**src/rtl/csa_accum_pkg.sv**
```systemverilog
package csa_accum_pkg;

    // Selects how the resolved total reaches the output port
    typedef enum logic {
        OUT_COMB       = 1'b0,
        OUT_REGISTERED = 1'b1
    } out_mode_e;

endpackage

```
**src/rtl/csa_compress.sv**
```systemverilog
// One full-adder level per bit: three operands in, a sum and a shifted carry out.
module csa_compress #(
    parameter int W = 64
) (
    input  logic [W-1:0] op_x,
    input  logic [W-1:0] op_y,
    input  logic [W-1:0] op_z,
    output logic [W-1:0] sum_o,
    output logic [W-1:0] carry_o
);

    logic [W-1:0] maj;

    for (genvar i = 0; i < W; i++) begin : g_bit
        assign sum_o[i] = op_x[i] ^ op_y[i] ^ op_z[i];
        assign maj[i]   = (op_x[i] & op_y[i]) | (op_x[i] & op_z[i]) | (op_y[i] & op_z[i]);
    end

    // carry has weight 2: move up one place, zero enters at bit 0, top carry dropped
    assign carry_o = {maj[W-2:0], 1'b0};

endmodule

```
**src/rtl/csa_state.sv**
```systemverilog
// The redundant sum/carry pair, cleared asynchronously and held when en is low.
module csa_state #(
    parameter int W = 64
) (
    input  logic         clk,
    input  logic         rst_n,
    input  logic         en,
    input  logic [W-1:0] sum_d,
    input  logic [W-1:0] carry_d,
    output logic [W-1:0] sum_q,
    output logic [W-1:0] carry_q
);

    always_ff @(posedge clk or negedge rst_n) begin
        if (!rst_n) begin
            sum_q   <= '0;
            carry_q <= '0;
        end else if (en) begin
            sum_q   <= sum_d;
            carry_q <= carry_d;
        end
    end

endmodule

```
**src/rtl/csa_resolve.sv**
```systemverilog
// Carry-propagate adder outside the loop, with an optional output register.
module csa_resolve
    import csa_accum_pkg::*;
#(
    parameter int        W    = 64,
    parameter out_mode_e MODE = OUT_REGISTERED
) (
    input  logic         clk,
    input  logic         rst_n,
    input  logic [W-1:0] sum_i,
    input  logic [W-1:0] carry_i,
    output logic [W-1:0] total_o
);

    logic [W-1:0] total_c;

    assign total_c = sum_i + carry_i;

    if (MODE == OUT_REGISTERED) begin : g_reg
        logic [W-1:0] total_q;
        always_ff @(posedge clk or negedge rst_n) begin
            if (!rst_n) total_q <= '0;
            else        total_q <= total_c;
        end
        assign total_o = total_q;
    end else begin : g_comb
        assign total_o = total_c;
    end

endmodule

```
**src/rtl/csa_accum.sv**
```systemverilog
module csa_accum
    import csa_accum_pkg::*;
#(
    parameter int        IN_W     = 32,
    parameter int        ACC_W    = 64,
    parameter out_mode_e OUT_MODE = OUT_REGISTERED
) (
    input  logic             clk,
    input  logic             rst_n,
    input  logic             en,
    input  logic [IN_W-1:0]  a,
    output logic [ACC_W-1:0] x
);

    localparam int EXT_W = ACC_W - IN_W;

    logic [ACC_W-1:0] a_ext;
    logic [ACC_W-1:0] sum_d;
    logic [ACC_W-1:0] carry_d;
    logic [ACC_W-1:0] sum_q;
    logic [ACC_W-1:0] carry_q;

    // sign extension of the incoming sample
    assign a_ext = {{EXT_W{a[IN_W-1]}}, a};

    csa_compress #(.W(ACC_W)) u_compress (
        .op_x    (a_ext),
        .op_y    (sum_q),
        .op_z    (carry_q),
        .sum_o   (sum_d),
        .carry_o (carry_d)
    );

    csa_state #(.W(ACC_W)) u_state (
        .clk     (clk),
        .rst_n   (rst_n),
        .en      (en),
        .sum_d   (sum_d),
        .carry_d (carry_d),
        .sum_q   (sum_q),
        .carry_q (carry_q)
    );

    csa_resolve #(.W(ACC_W), .MODE(OUT_MODE)) u_resolve (
        .clk     (clk),
        .rst_n   (rst_n),
        .sum_i   (sum_q),
        .carry_i (carry_q),
        .total_o (x)
    );

endmodule

```
**config.mk**
```make
export PLATFORM = sky130hd
export DESIGN_NAME = csa_accum
export DESIGN_NICKNAME = d
export VERILOG_FILES = /design/src/rtl/csa_accum_pkg.sv /design/src/rtl/csa_compress.sv /design/src/rtl/csa_state.sv /design/src/rtl/csa_resolve.sv /design/src/rtl/csa_accum.sv
export SDC_FILE = /design/constraint.sdc
export NUM_CORES = 1
export LEC_CHECK = 0
export ABC_AREA = 1
export BUFFER_PORTS_ARGS = -buffer_cell sky130_fd_sc_hd__buf_2
export CELL_PAD_IN_SITES_DETAIL_PLACEMENT = 1
export CELL_PAD_IN_SITES_GLOBAL_PLACEMENT = 2
export CORE_AREA = 2 2 208 210
export CTS_BUF_LIST = sky130_fd_sc_hd__clkbuf_8
export DETAILED_ROUTE_END_ITERATION = 6
export DIE_AREA = 0 0 210 212
export GPL_TIMING_DRIVEN = 0
export PLACE_DENSITY = 0.87
export RECOVER_POWER = 100
export SLEW_MARGIN = 20
export SYNTH_ARGS = -nofsm -noshare
export SYNTH_HDL_FRONTEND = slang
export SYNTH_HIERARCHICAL = 1
export SYNTH_SLANG_ARGS = --single-unit
```
**constraint.sdc**
```tcl
create_clock -name clk -period 1.9 [get_ports clk]
set_input_delay 0.285 -clock clk [delete_from_list [all_inputs] [get_ports clk]]
set_output_delay 0.285 -clock clk [all_outputs]
set_load 0.01 [all_outputs]
```
# Word level (Yosys, flattened, before mapping)
# Cells that the tools add are included.
# word_totals
inputBits	35
output_inout_bits	64
ff_bits	191
# op_classes
n_addsub	1
bitwise	438
# op_table
cell	count
AND 1 bit	187
XOR 1 bit	127
bitwise OR 1 bit	124
adder 64 bit	1

# Longest topological paths before layout
# Gate-level depths: netlist of run 1.
# logic_depth
word_depth	3
ltp_mapped	14
ltp_nobuf	14

# Cells and area by module
# The synthesis of run 1 kept the hierarchy.
# modules_own_cells
mod	area_each_um2	cells_per_inst	n_inst
csa_resolve	7541.0	1349	1
csa_state	4959.8	541	1
csa_compress	1307.5	74	1

# Least setup slack after synthesis of run 1
# OpenSTA, ideal clock, no wires.
# synth_path
path_kind	flip-flop to flip-flop
start	register u_state.sum_q[0]
end	register u_resolve.g_reg.total_q[60] (netlist: u_resolve/total_o[60])
path_slack_ns	-0.046
stages_incl_launch_ff	15
arrival_ns	1.830
setup_time_ns	0.117
period_less_slack_ns	1.946
cell_sequence	dfrtp_1 > ha_1 > fa_1 > nand3_1 > nand3_2 > nand2_1 > nand2_2 > nand2_1 > nand2_1 > nand2_1 > nand2_2 > nand2_1 > nand2_1 > nand2_1 > nand2_1
# synth_between
elab_chain_len	1
# synth_rtl
element	line	rtl
start: declaration	csa_state.sv:10	output logic [W-1:0] sum_q,
start signal: assignment	csa_state.sv:19	sum_q <= sum_d;
adder 64 bit	csa_resolve.sv:17	assign total_c = sum_i + carry_i;
net u_resolve.total_c[60]	csa_resolve.sv:15	logic [W-1:0] total_c;
end signal: assignment	csa_resolve.sv:23	else total_q <= total_c;
end: declaration	csa_resolve.sv:20	logic [W-1:0] total_q;
# The timed path passes the listed nets, and every way through them passes these cells.
# A chain may end at the register's enable or synchronous reset.

==> impl_metrics.tcl, run 1 <==
set metrics [dict create \
    crit_chain "ha_4 > fa_2 > nand3_2 > nand3_4 > nand2_4 > nand2_4 > nand2_4 > nand2_4 > nand2_4 > nand2_4 > buf_6 > xor2_2" \
    antenna_found_initial 0 \
    die_w_um 210 \
    dp_cells 2610 \
    violations "negative setup slack" \
    max_stage_delay_ps 430 \
    drcViolationCount 0 \
    arrival_ps 2570 \
    hold_class "input pin to register" \
    htree_levels 4 \
    syn_area_mm2 0.01381 \
    hold_depth 4 \
    place_ws_ps -602.0 \
    path_buf_inv 1 \
    grt_pass1_wl_um 73490 \
    drive_gt1_share_pct 34.83 \
    grt_pass1_vias 13660 \
    final_common_cell "nand2_1" \
    rsz0062_at_grt "true" \
    path_max_fanout 4 \
    drtPass1Iterations 5 \
    dieArea_mm2 0.04452 \
    ys_seq_elements 192 \
    initial_core_util_pct 32.49 \
    synth_cell_types 25 \
    endpoint_kind "register" \
    cts-buffers-inserted 17 \
    intPower_uw 17850 \
    track_usage_pct 21.48 \
    hold_end "u_state/carry_q[2]" \
    clkLatencyLatePin_ps 560 \
    powerDensity_mw_per_mm2 1926 \
    gp_congestion 0.8805 \
    vias 12990 \
    r2r_cells 12 \
    grt-ovfl-total 0 \
    pwr-share-comb_pct 70.9 \
    io_pins 99 \
    tightest_slew_ps 788.6 \
    pwr-share-clk_pct 7.2 \
    num_antenna_cells 0 \
    viasPerCell 4.659 \
    setup_viol 42 \
    r2r_slack_ps -230 \
    die_h_um 212 \
    ir_worst_vdd_mv 0.6831 \
    clkTransAtPathRegs_ps 120 \
    slew_headroom_pct 47.43 \
    reg2reg_from "u_state/carry_q[0]" \
    ys_seq_area_share_pct 34.80 \
    ys_top_cells_by_area "dfrtp_1 35%, nand2_1 27%, fa_1 9.3%" \
    syn_nets 2126 \
    tritoncts "built" \
    slowest_stage "dfrtp_1" \
    post-route-util_pct 44.77 \
    fin_cells 2788 \
    drv_cap 0 \
    drtAntennaViolNets 0 \
    fin_crit_sh_pct 112.3 \
    finalHoldViolations 0 \
    layout_common_cells "829 x nand2_1, 302 x inv_1, 132 x buf_4" \
    switchingPower_uw 18820 \
    synth_top_area_share_pct 34.80 \
    finalPower_uw 36660 \
    fin_nets 2391 \
    syn_to_final_growth_pct 37.82 \
    synth.avg_cell_area_um2 7.031 \
    rows 76 \
    crit_path_frequent_cell "nand2_4" \
    synth_area_leader_cell "dfrtp_1" \
    max_clock_freq_mhz 468.7 \
    rr_endpoint "u_resolve/total_o[30]" \
    p_leak_uw 0.01029 \
    crit_family "simple AND/OR/NAND/NOR gates" \
    status "finished, violations left" \
    slew_viol_final 0 \
    worstSetupPathType "register to register" \
    min-delay-start "a[1]" \
    drt-total-wl_um 48480 \
    drtIter0Drc 615 \
    yosysWarnings 6 \
    dp_hpwl_um 35370 \
    startpoint_type "register" \
    grt_max_degree 100 \
    port_buffers 98 \
    cts-root-buf "clkbuf_8" \
    cp_data_required_time_ps 2340 \
    fp.coreArea_mm2 0.04251 \
    cts_num_sinks 192 \
    switching_share_pct 51.32 \
    cts_max_path_buffers 2 \
    avgRoutedWirePerCell_um 17.39 \
    period_needed_ps 2134 \
    syn_inst 1964 \
    pwr-share-seq_pct 21.9 \
    fin_ws_ps -233.8 \
    final.setup_skew_ps 30.94 \
]
-- cell usage after synthesis, drive strengths merged --
library cell and instances:
nand2 1007, inv 323, dfrtp 192, nor2 120
fa 64, ha 63, nand3 59, a21oi 40
xor2 31, buf 29, nor3 14, nand4 13
o21bai 3, nor4 2, o21ai 2, conb 1
xnor2 1
-- kinds of logic (layout without fill, tap and decap cells) --
family / count (synthesis) / count (layout) / share of synthesized area [%]
AOI/OAI and AO/OA: 45 / 45 / 1.685
xor gates and xnor gates: 32 / 32 / 2.030
adders and majority gates: 127 / 127 / 14.99
buffers and inverters: 352 / 630 / 11.09
DFF: 192 / 192 / 34.80
other: 1 / 1 / 0.02716
and+or+nand+nor: 1215 / 1215 / 35.38
-- per-stage QoR --
| step | hold slack, ps | setup TNS, ps | instance area, um^2 |
|---|---|---|---|
| floorplan | -10.59 | 0 | 13810 |
| global placement | 506.5 | -527430 | 14980 |
| detailed placement | 90.34 | -15670 | 15050 |
| CTS | 64.45 | -1841 | 17360 |
| global route | 90.62 | -8053 | 19030 |
| finish | 95.62 | -4533 | 19030 |
-- worst reg2reg max path: cells and delay by family, from the launching register on --
family	cells	cell delay, ps
simple gates	8	700
xor+xnor	1	140
flops	1	430
fa+ha+maj	2	590
buf+inv	1	140
-- power by group through the flow --
stage	clock network, uW	logic, uW	registers, uW
after detailed placement	0	17200	7720
after CTS	2720	21500	8020
after floorplan	0	10800	7730
final	2640	26000	8030
after global routing	2890	28400	8260
after global placement	0	16600	7610
-- registers in the layout, indices dropped and copies added (netlist names) --
register	cells
u_state/sum_q	64
u_state/carry_q	64
u_resolve/total_o	64
-- timing repair --
item                                    4_1_cts  5_1_grt
pin swaps                                    27       87
setup buffers                                64       82
endpoints found under the setup margin       51       49
hold buffers                                  1        0
endpoints found under the hold margin       192        0
gates resized for setup                     302      286
-- worst max path at each step --
stage,start,end,slack (ps),cells after the start
floorplan,u_state/sum_q[0],u_resolve/total_o[60],10,14
global placement,rst_n,u_state/sum_q[40],-2660,1
global route,u_state/sum_q[27],u_resolve/total_o[44],-300,10
finish,u_state/carry_q[0],u_resolve/total_o[30],-230,12
CTS,u_state/carry_q[0],u_resolve/total_o[60],-180,14
detailed placement,u_state/sum_q[0],u_resolve/total_o[62],-600,14
-- final cells by class --
type	instances	area [um^2]
multi-input cells	1420	9808
clock buffers	17	234.0
inverters	323	1215
plain buffers	29	319.1
repair buffers	246	1749
clock inverters	15	126.4
well taps	546	683.2
fillers	5153	23480
flip-flops and latches	192	4896
-- metal layers --
layer	track usage (%)	wire [um]	vias to the layer above
met5	0	0	-
met3	2.969	1353	48
met2	38.52	24980	179
li1	-	-	6322
met1	27.03	21220	6440
met4	6.065	926	0
Note: power is estimated with default switching activity, not from simulation.
==> run 2: changes to the inputs <==
--- a/config.mk
+++ b/config.mk
@@ -9,10 +9,10 @@
 export BUFFER_PORTS_ARGS = -buffer_cell sky130_fd_sc_hd__buf_2
 export CELL_PAD_IN_SITES_DETAIL_PLACEMENT = 1
 export CELL_PAD_IN_SITES_GLOBAL_PLACEMENT = 2
-export CORE_AREA = 2 2 208 210
+export CORE_AREA = 2 2 293 150
 export CTS_BUF_LIST = sky130_fd_sc_hd__clkbuf_8
 export DETAILED_ROUTE_END_ITERATION = 6
-export DIE_AREA = 0 0 210 212
+export DIE_AREA = 0 0 295 152
 export GPL_TIMING_DRIVEN = 0
 export PLACE_DENSITY = 0.87
 export RECOVER_POWER = 100
==> run 2 against run 1 <==
Effect of this change: largest cell class unchanged; clock skew fell by 0.61 ps; largest power group unchanged; final cell count rose by 2.3%; via count rose by 3.9%; critical endpoint is now u_resolve/total_o[36]; critical path depth fell by 1; maximum frequency barely moved; global-route usage rose by 3.3 points; the run ends with max-capacitance violations, max-slew violations, negative setup slack left; worst setup slack got worse by 1.1 ps; register-to-register slack barely moved; worst hold slack improved by 32 ps; sequential cell count did not move; cell area fell by 1.5%; sequential share of layout area rose by 0.28 points.
==> impl_metrics.tcl, run 2 (synthesized netlist as in run 1, its figures left out) <==
set metrics [dict create \
    status "finished, violations left" \
    violations "max-capacitance violations, max-slew violations, negative setup slack" \
    fp.coreArea_mm2 0.04263 \
    cts-buffers-inserted 17 \
    gp_congestion 0.9142 \
    arrival_ps 2540 \
    final_common_cell "nand2_1" \
    final_cell_area_mm2 0.01875 \
    track_usage_pct 24.77 \
    drcViolationCount 0 \
    antenna_found_initial 0 \
    io_pins 99 \
    period_needed_ps 2135 \
    p_leak_uw 0.009891 \
    drv_cap 2 \
    drt-total-wl_um 55160 \
    drtPass1Iterations 5 \
    port_buffers 98 \
    place_ws_ps -629.0 \
    vias 13500 \
    cts_num_sinks 192 \
    cp_data_required_time_ps 2300 \
    die_h_um 152 \
    drive_gt1_share_pct 30.08 \
    ir_worst_vdd_mv 0.7928 \
    path_max_fanout 4 \
    placedInstanceArea_mm2 0.01510 \
    cts-root-buf "clkbuf_8" \
    startpoint_type "register" \
    setup_viol 89 \
    initial_core_util_pct 32.39 \
    fin_ws_ps -234.8 \
    grt_pass1_wl_um 83370 \
    powerDensity_mw_per_mm2 1978 \
    dieArea_mm2 0.04484 \
    drtAntennaViolNets 0 \
    fin_nets 2413 \
    clkLatencyLatePin_ps 540 \
    post-route-util_pct 43.97 \
    syn_to_final_growth_pct 35.76 \
    rows 54 \
    grt_max_degree 93 \
    endpoint_kind "register" \
    finalHoldViolations 0 \
    cts_max_path_buffers 2 \
    fillCellCount 5224 \
    tritoncts "built" \
    max_clock_freq_mhz 468.4 \
    grt-ovfl-total 0 \
    tightest_slew_ps 1638 \
    dp_hpwl_um 40640 \
    avgRoutedWirePerCell_um 19.33 \
    htree_levels 4 \
    worstSetupPathType "register to register" \
    hold_depth 4 \
    slew_headroom_pct -9.176 \
    slew_viol_final 58 \
    fin_crit_sh_pct 112.4 \
    die_w_um 295 \
    grt_pass1_vias 14190 \
    final.setup_skew_ps 30.33 \
    drtIter0Drc 867 \
    slowest_stage "dfrtp_1" \
    viasPerCell 4.730 \
    layout_common_cells "834 x nand2_1, 302 x inv_1, 135 x dfrtp_1" \
    finalPower_uw 37080 \
    clkTransAtPathRegs_ps 110 \
    max_stage_delay_ps 430 \
    crit_chain "ha_4 > fa_2 > nand3_2 > nand3_4 > buf_6 > nand4_1 > nand3_2 > nand3_2 > nand2_2 > nand2_2 > nand2_2" \
    r2r_cells 11 \
    rsz0062_at_grt "true" \
    hold_class "input pin to register" \
]
-- run 2: cell count changes in the layout (fill, tap and decap cells not counted), sizes merged --
cell    previous run  this run
buf              273       198
bufinv             0         2
clkbuf            18       117
clkinv             3         5
diode              0         1
inv              333       327
-- run 2: layout make-up --
type                    count  area, um^2  area share, %
clock inverters            13       136.4         0.7275
repair buffers            268        1688          9.004
multi-input cells        1420        9512          50.74
well taps                 588       735.7          3.925
clock buffers              19       261.5          1.395
diodes                      1       2.502        0.01335
inverters                 323        1215          6.481
plain buffers              29       319.1          1.702
flip-flops and latches    192        4876          26.01
-- run 2: path summary, 6_finish.rpt --
path,slack [ps],from,endpoint
max in group asynchronous,-70,rst_n,u_state/carry_q[43]
min reg2reg,540,u_state/sum_q[43],u_state/sum_q[43]
min in group asynchronous,700,rst_n,u_resolve/total_o[14]
min,130,a[12],u_state/sum_q[12]
max,-230,u_state/sum_q[0],u_resolve/total_o[36]
max reg2reg,-230,u_state/sum_q[0],u_resolve/total_o[36]
-- run 2: per-stage QoR --
stage | cells | hold WS [ps] | setup TNS, ps
after floorplan | 1964 | -10.59 | 0
after global placement | 2650 | 504.2 | -573610
after detailed placement | 2652 | 151.9 | -19360
after CTS | 2805 | 84.87 | -2048
after global routing | 2852 | 118.2 | -38200
final | 2853 | 127.7 | -6616
-- run 2: per-layer routing --
metal / up-vias / part of all wire, % / track usage, %
met1: 6763 / 51 / 38.75
met4: 0 / 1.3 / 4.397
li1: 6375 / - / -
met2: 311 / 41 / 34.20
met3: 47 / 6.7 / 6.100
met5: - / 0 / 0
-- run 2: worst max-delay path: cells and delay by family, from the launching register on --
family | cells | cell delay (ps)
simple gates | 8 | 840
buf+inv | 1 | 160
flops | 1 | 430
fa+ha+maj | 2 | 560
-- run 2: power breakdown --
part	total (uW)	internal [uW]	switching [uW]	leakage [uW]
logic	26200	10300	15900	0.00740
clock network	2930	1240	1690	0.000205
registers	7920	6170	1750	0.00228
total	37100	17700	19400	0.00989
-- run 2: what timing repair did --
item | CTS | global route
setup endpoints to repair | 53 | 47
pin swaps | 55 | 58
hold buffers | 1 | 0
hold endpoints to repair | 192 | 0
resized for setup | 365 | 179
setup buffers | 120 | 47
